`config.mk`:
```
export PLATFORM = sky130hd
export DESIGN_NAME = ddr_wr_burst_seq
export DESIGN_NICKNAME = d
export VERILOG_FILES = /design/src/rtl/ddr_wr_burst_seq_pkg.sv /design/src/rtl/ddr_wr_burst_seq_phase.sv /design/src/rtl/ddr_wr_burst_seq_capture.sv /design/src/rtl/ddr_wr_burst_seq_drive.sv /design/src/rtl/ddr_wr_burst_seq.sv
export SDC_FILE = /design/constraint.sdc
export NUM_CORES = 1
export LEC_CHECK = 0
export ABC_AREA = 1
export BUFFER_PORTS_ARGS = -buffer_cell sky130_fd_sc_hd__buf_2
export CORE_MARGIN = 2
export CORE_UTILIZATION = 50
export DETAILED_ROUTE_END_ITERATION = 16
export GPL_TIMING_DRIVEN = 0
export MAX_ROUTING_LAYER = met4
export PLACE_DENSITY = 0.76
export SYNTH_ARGS = -nofsm -noshare
export SYNTH_HDL_FRONTEND = slang
export SYNTH_SLANG_ARGS = --single-unit
```
`constraint.sdc`:
```
create_clock -name clk -period 4.2 [get_ports clk]
set_input_delay 0.84 -clock clk [delete_from_list [all_inputs] [get_ports clk]]
set_output_delay 0.84 -clock clk [all_outputs]
set_load 0.1 [all_outputs]
```
`src/rtl/ddr_wr_burst_seq_pkg.sv`:
```
package ddr_wr_burst_seq_pkg;

    localparam int BEATS    = 4;
    localparam int BEAT_IW  = $clog2(BEATS);
    localparam int BYTE_W   = 8;
    localparam int AP_BIT   = 10;

    typedef enum logic [2:0] {
        PH_IDLE = 3'd0,
        PH_CMD0 = 3'd1,
        PH_CMD1 = 3'd2,
        PH_B0   = 3'd3,
        PH_B1   = 3'd4,
        PH_B2   = 3'd5,
        PH_B3   = 3'd6,
        PH_POST = 3'd7
    } phase_t;

    function automatic phase_t next_phase(input phase_t p);
        case (p)
            PH_CMD0: return PH_CMD1;
            PH_CMD1: return PH_B0;
            PH_B0:   return PH_B1;
            PH_B1:   return PH_B2;
            PH_B2:   return PH_B3;
            PH_B3:   return PH_POST;
            default: return PH_IDLE;
        endcase
    endfunction

    function automatic logic is_beat(input phase_t p);
        return (p == PH_B0) || (p == PH_B1) || (p == PH_B2) || (p == PH_B3);
    endfunction

    function automatic logic [BEAT_IW-1:0] beat_index(input phase_t p);
        case (p)
            PH_B1:   return BEAT_IW'(1);
            PH_B2:   return BEAT_IW'(2);
            PH_B3:   return BEAT_IW'(3);
            default: return BEAT_IW'(0);
        endcase
    endfunction

    // Strobe level: high on even beats so that each beat begins on an edge.
    function automatic logic strobe_level(input phase_t p);
        return (p == PH_B0) || (p == PH_B2);
    endfunction

endpackage

```
`src/rtl/ddr_wr_burst_seq_phase.sv`:
```
module ddr_wr_burst_seq_phase
    import ddr_wr_burst_seq_pkg::*;
(
    input  logic   clk,
    input  logic   rst,
    input  logic   req_valid,
    output logic   accept,
    output phase_t phase
);
    assign accept = req_valid && (phase == PH_IDLE);

    always_ff @(posedge clk) begin
        if (rst) begin
            phase <= PH_IDLE;
        end else if (phase == PH_IDLE) begin
            if (accept) phase <= PH_CMD0;
        end else begin
            phase <= next_phase(phase);
        end
    end
endmodule

```
`src/rtl/ddr_wr_burst_seq_capture.sv`:
```
module ddr_wr_burst_seq_capture
    import ddr_wr_burst_seq_pkg::*;
#(
    parameter int COL_W  = 10,
    parameter int DATA_W = 16,
    parameter int LANES  = 2
) (
    input  logic                      clk,
    input  logic                      rst,
    input  logic                      accept,
    input  logic [COL_W-1:0]          in_col,
    input  logic                      in_ap,
    input  logic [BEATS*DATA_W-1:0]   in_data,
    input  logic [BEATS*LANES-1:0]    in_mask,
    output logic [COL_W-1:0]          hold_col,
    output logic                      hold_ap,
    output logic [BEATS*DATA_W-1:0]   hold_data,
    output logic [BEATS*LANES-1:0]    hold_mask
);
    always_ff @(posedge clk) begin
        if (rst) begin
            hold_col  <= '0;
            hold_ap   <= 1'b0;
            hold_data <= '0;
            hold_mask <= '0;
        end else if (accept) begin
            hold_col  <= in_col;
            hold_ap   <= in_ap;
            hold_data <= in_data;
            hold_mask <= in_mask;
        end
    end
endmodule

```
`src/rtl/ddr_wr_burst_seq_drive.sv`:
```
module ddr_wr_burst_seq_drive
    import ddr_wr_burst_seq_pkg::*;
#(
    parameter int COL_W  = 10,
    parameter int ADDR_W = 13,
    parameter int DATA_W = 16,
    parameter int LANES  = 2
) (
    input  phase_t                    phase,
    input  logic [COL_W-1:0]          hold_col,
    input  logic                      hold_ap,
    input  logic [BEATS*DATA_W-1:0]   hold_data,
    input  logic [BEATS*LANES-1:0]    hold_mask,
    output logic                      cmd_wr,
    output logic [ADDR_W-1:0]         addr,
    output logic [DATA_W-1:0]         dq,
    output logic [LANES-1:0]          dm,
    output logic                      dq_oe,
    output logic                      dqs,
    output logic                      dqs_oe,
    output logic                      busy
);
    logic               in_cmd;
    logic               in_beat;
    logic [BEAT_IW-1:0] bsel;

    assign in_cmd  = (phase == PH_CMD0) || (phase == PH_CMD1);
    assign in_beat = is_beat(phase);
    assign bsel    = beat_index(phase);

    always_comb begin
        addr = '0;
        if (in_cmd) begin
            addr[COL_W-1:0] = hold_col;
            addr[AP_BIT]    = hold_ap;
        end
    end

    assign cmd_wr = in_cmd;
    assign dq     = in_beat ? hold_data[bsel*DATA_W +: DATA_W] : '0;
    assign dm     = in_beat ? hold_mask[bsel*LANES +: LANES]   : '0;
    assign dq_oe  = in_beat;
    assign dqs    = strobe_level(phase);
    assign dqs_oe = (phase != PH_IDLE);
    assign busy   = (phase != PH_IDLE);
endmodule

```
`src/rtl/ddr_wr_burst_seq.sv`:
```
module ddr_wr_burst_seq
    import ddr_wr_burst_seq_pkg::*;
#(
    parameter int COL_W  = 10,
    parameter int ADDR_W = 13,
    parameter int LANES  = 2,
    localparam int DATA_W = LANES * BYTE_W
) (
    input  logic                     clk,
    input  logic                     rst,
    input  logic                     req_valid,
    output logic                     req_ready,
    input  logic [COL_W-1:0]         req_col,
    input  logic                     req_ap,
    input  logic [BEATS*DATA_W-1:0]  req_data,
    input  logic [BEATS*LANES-1:0]   req_mask,
    output logic                     cmd_wr,
    output logic [ADDR_W-1:0]        addr,
    output logic [DATA_W-1:0]        dq,
    output logic [LANES-1:0]         dm,
    output logic                     dq_oe,
    output logic                     dqs,
    output logic                     dqs_oe,
    output logic                     busy
);
    phase_t                  phase;
    logic                    accept;
    logic [COL_W-1:0]        hold_col;
    logic                    hold_ap;
    logic [BEATS*DATA_W-1:0] hold_data;
    logic [BEATS*LANES-1:0]  hold_mask;

    assign req_ready = (phase == PH_IDLE);

    ddr_wr_burst_seq_phase u_phase (
        .clk(clk), .rst(rst), .req_valid(req_valid),
        .accept(accept), .phase(phase)
    );

    ddr_wr_burst_seq_capture #(.COL_W(COL_W), .DATA_W(DATA_W), .LANES(LANES)) u_capture (
        .clk(clk), .rst(rst), .accept(accept),
        .in_col(req_col), .in_ap(req_ap), .in_data(req_data), .in_mask(req_mask),
        .hold_col(hold_col), .hold_ap(hold_ap), .hold_data(hold_data), .hold_mask(hold_mask)
    );

    ddr_wr_burst_seq_drive #(.COL_W(COL_W), .ADDR_W(ADDR_W), .DATA_W(DATA_W), .LANES(LANES)) u_drive (
        .phase(phase), .hold_col(hold_col), .hold_ap(hold_ap),
        .hold_data(hold_data), .hold_mask(hold_mask),
        .cmd_wr(cmd_wr), .addr(addr), .dq(dq), .dm(dm), .dq_oe(dq_oe),
        .dqs(dqs), .dqs_oe(dqs_oe), .busy(busy)
    );
endmodule

```
## Word-level counts from Yosys, hierarchy flattened

Cells that the tools add are included.
W data, S select, Z words.

- Register bits after elaboration: 86
- Input bits: 86
- Output and inout port bits: 37

- Equal/unequal tests: 7
- Shifts and indexed selects: 2
- Multiplexer cells: 7
- Reductions and logical operators: 8

Operator list:

| cell | number |
|---|---|
| $shiftx A64 B7 Y16 | 1 |
| $pmux W3 S6 | 1 |
| $mux W16 | 1 |
| $mux W11 | 1 |
| $eq A3 B3 Y1 const B | 3 |
| $shiftx A8 B4 Y2 | 1 |
| $eq A3 B2 Y1 const B | 2 |
| $mux W3 | 2 |
| $pmux W2 S3 | 1 |
| $logic_or A1 B1 Y1 | 5 |
| $eq A3 B1 Y1 const B | 1 |
| $logic_not A3 Y1 | 1 |
| $reduce_bool A3 Y1 | 1 |
| $mux W2 | 1 |
| $ne A2 B1 Y1 const B | 1 |
| $logic_and A1 B1 Y1 | 1 |

## Logic depth before layout (Yosys ltp)

- Depth after elaboration: 5
- Mapped depth: 7

## Modules after synthesis

From an unflattened synthesis, not the netlist that was laid out.

- Cell total of the unflattened synthesis: 786
- Area total of the unflattened synthesis: 4717.0 µm²

Modules (own cells, without submodules):

| module | times used | cells an instance | area each (µm²) |
|---|---|---|---|
| ddr_wr_burst_seq_capture | 1 | 526 | 3359.5 |
| ddr_wr_burst_seq_drive | 1 | 238 | 1214.9 |
| ddr_wr_burst_seq_phase | 1 | 18 | 125.1 |
| ddr_wr_burst_seq | 1 | 4 | 17.5 |

## Worst setup path before layout

OpenSTA, ideal clock, no wires.

- Path kind: register to output
- From: register u_phase.phase[2]
- To: output addr[0]
- Data arrival time: 3445 ps
- Path slack: -85 ps
- Cell stages (with the launch flop): 8
- Buffers on the path: 2
- Cell sequence: dfxtp_1 > buf_6 > inv_2 > nand2_1 > nor2_1 > inv_1 > buf_2 > nor2_1

- Cells in the longest elaborated chain, start to end: 3
- Elaborated cells between the ends (all ways): 4
- Classes of those cells: 2 x eq/ne; 1 x mux; 1 x reduce/logical

RTL lines:

| item | RTL line | RTL |
|---|---|---|
| start: declaration | ddr_wr_burst_seq_phase.sv:8 | `output phase_t phase` |
| start signal: assignment | ddr_wr_burst_seq_phase.sv:18 | `phase <= next_phase(phase);` |
| $eq A3 B1 Y1 / $eq A3 B2 Y1 (equally long branches) | ddr_wr_burst_seq_drive.sv:27 | `assign in_cmd = (phase == PH_CMD0) \|\| (phase == PH_CMD1);` |
| $logic_or A1 B1 Y1 (*) | ddr_wr_burst_seq_drive.sv:27 |  |
| net cmd_wr | ddr_wr_burst_seq.sv:17 | `output logic cmd_wr,` |
| $mux W11 (*) | ddr_wr_burst_seq_drive.sv:33 | `if (in_cmd) begin` |
| end: declaration | ddr_wr_burst_seq.sv:18 | `output logic [ADDR_W-1:0] addr,` |

The timed path passes the listed nets; every way through them passes the cells marked *.

## Worst setup path in the final report

- From: register u_phase.phase[0]
- To: output dq[6]

- Cells in the longest elaborated chain, start to end: 5
- Elaborated cells between the ends (all ways): 10
- Classes of those cells: 4 x eq/ne; 1 x shift; 2 x mux; 3 x reduce/logical

RTL lines:

| item | RTL line | RTL |
|---|---|---|
| parallel branches: the longest is 4 deep, another holds $shiftx A64 B7 Y16 | n/a |  |
| $mux W16 (*) | ddr_wr_burst_seq_drive.sv:40 | `assign dq = in_beat ? hold_data[bsel*DATA_W +: DATA_W] : '0;` |
| end: declaration | ddr_wr_burst_seq.sv:19 | `output logic [DATA_W-1:0] dq,` |

Every way passes the cells marked *.

==> out/qor.csv <==
metric;value;unit
Worst-Skew Late Latency;350;ps
met1 GRT Util;33.9;%
GR met3 Demand/Resource;3.94;%
CTS tree;built;
Final Net Count;822;
port bufs;119;
Reg power frac;42.7;%
CTS root buf;clkbuf_8;
M2 GR Usage;43.6;%
H-Tree Depth;3;
io pins;123;
Worst slew margin;57.8;%
unrepaired setup endpoints after global routing;false;
Synth Cell Area;0.00458;mm^2
Post-Syn Instances;605;
PostCTS Resize Cnt;0;
top cells by count, synth;nand2_1, dfxtp_1, nand3_1, a21oi_1, nand3_2;
Slew Viols, Final;0;
Primary FF master, synth;dfxtp_1;
pwr/cell area;395;mW/mm^2
Yosys reg bits;86;
Worst IR Drop VDD;0.217;mV
fraction of layout cells with a size suffix above 1;36.3;%
sw frac;37.5;%
GRT busiest layer;met2;
first-pass GRT wire length;20100;um
setup_tns;0;ps
Seq/Total Area, Yosys;37.6;%
crit path kind;flop to output port;
Post-DRT Antenna Nets;0;
vias in the first global route;4214;
max-cap viol count;0;
vias;4415;
initial antenna violation count;0;
Final period util;71.8;%
Placement Cell Area;0.00532;mm^2
Initial Utilization;52.0;%
Leak;0.00236;uW
clock share of power;25.2;%
Max Freq;332;MHz
Antenna diodes;0;
top cell type's share of synthesized area;37.6;%
fillers;834;
cts hold-fix bufs;0;
TritonCTS Buffers;9;
Die Wd;99.7;um
DRT iter0 DRCs;259;
area growth from synthesis to layout;20.2;%
Total Wirelength;12500;um
fin crit period;3010;ps
Slew @ Worst Pin;633;ps
deepest clock path buffer count;2;
post-route core utilization;62.5;%
Core Area;0.00881;mm^2
CP arrival;2170;ps
total grt overflow;0;
half-perimeter wire length after placement;9740;um
Wirelength per Cell;14.8;um
via density per instance;5.20;
run status;completed;
Finished Cell Area;0.00550;mm^2
# rows;34;
internal power;1360;uW
CP Capture Type;output port;
unique cell type count in the Yosys netlist;22;
largest cells by area after synthesis;dfxtp_1, nand2_1, nand3_2;
Synth Area per Inst;7.57;um^2
area leader, netlist;dfxtp_1;
die height;99.7;um
most numerous cell in the Yosys netlist;nand2_1;
postcts setup bufs;0;
DRT Pass-1 Iters;5;
Die Footprint;0.00994;mm^2
Clock Pin Slew Worst Setup and Hold Paths;90;ps
crit start category;flop;
Worst Skew;6.75;ps
Final Hold Vio Count;0;
CP max FO;10;
yosys warns;0;
gpl congestion;0.847;
Post-synth ARST share;0;%
Critical Path RT;3360;ps
clk sinks;86;
Hold Crit Class;flop to flop;
GR Util All Layers;26.5;%
DRC violations left;0;
final setup vio count;0;
Sw Pwr;813;uW
pin count of the biggest net entering global routing;15;
number of flops mapped to enable cells by yosys;0;
Comb pwr share;32.1;%
==> power groups by stage <==
stage                     clock network [uW]  logic (uW)  registers, uW
after floorplan                            0         551            929
after global placement                     0         683            942
after detailed placement                   0         697            945
after CTS                                558         699            926
after global routing                     589         753            934
final                                    548         697            927
==> state kept, by name, indices dropped and copies added (netlist names) <==
signal               cells
u_phase.phase            3
u_capture.hold_col      10
u_capture.hold_ap        1
u_capture.hold_mask      8
u_capture.hold_data     64
==> layer usage <==
metal | wire length, um | share of wire, %
met3 | 815 | 6.5
met2 | 5920 | 47
met1 | 5600 | 45
met4 | 195 | 1.6
met5 | 0 | 0
==> critical path, stage by stage (launching register included) <==
cell and delay (ps):
dfxtp_1 360, inv_2 120, buf_4 180, buf_4 180, nand3_1 120, nand2_1 100, nand2_1 50, a21oi_1 230
buf_2 470
==> placed cells by master (no fill, tap or decap), drive strengths merged <==
master / synthesis / routed
o21ai: 1 / 1
nand3: 124 / 124
clkinv: 0 / 1
clkinvlp: 0 / 3
clkbuf: 10 / 22
dfxtp: 86 / 86
conb: 1 / 2
nor2: 20 / 20
buf: 47 / 166
inv: 17 / 17
nand2: 198 / 198
a21oi: 101 / 101
==> cells by family (layout without fill, tap and decap cells) <==
family	count (synthesis)	in the layout	share of synthesized area [%]
buffers and inverters	74	209	10.8
other	1	2	0.0819
flip-flops	86	86	37.6
AND/OR/NAND/NOR	342	342	38.0
AO/OA/AOI/OAI	102	102	13.4
==> path summary, 6_finish.rpt <==
check / startpoint / endpoint / slack (ps) / depth (start not counted)
max: u_phase.phase[0] / dq[6] / 1190 / 8
min: u_capture.hold_col[8] / u_capture.hold_col[8] / 470 / 2
max reg2reg: u_phase.phase[0] / u_capture.hold_data[19] / 2830 / 6
min reg2reg: u_capture.hold_col[8] / u_capture.hold_col[8] / 470 / 2
==> metrics by stage <==
step	total power (uW)	setup WS [ps]	hold WS, ps	cells
after floorplan	1480	434	443	606
after global placement	1630	1640	451	833
after detailed placement	1640	1640	454	833
after CTS	2180	1230	468	849
after global routing	2280	1100	487	849
final	2170	1190	465	849
==> final cells by class <==
cell class | instances | area, um^2 | area share, %
Multi-Input combinational cell | 446 | 2370 | 43.0
Sequential cell | 86 | 1720 | 31.3
Timing Repair Buffer | 119 | 596 | 10.8
Buffer | 57 | 432 | 7.85
Clock buffer | 12 | 155 | 2.82
Tap cell | 108 | 135 | 2.46
Inverter | 17 | 63.8 | 1.16
Clock inverter | 4 | 31.3 | 0.569
Note: power is estimated with default switching activity, not from simulation.
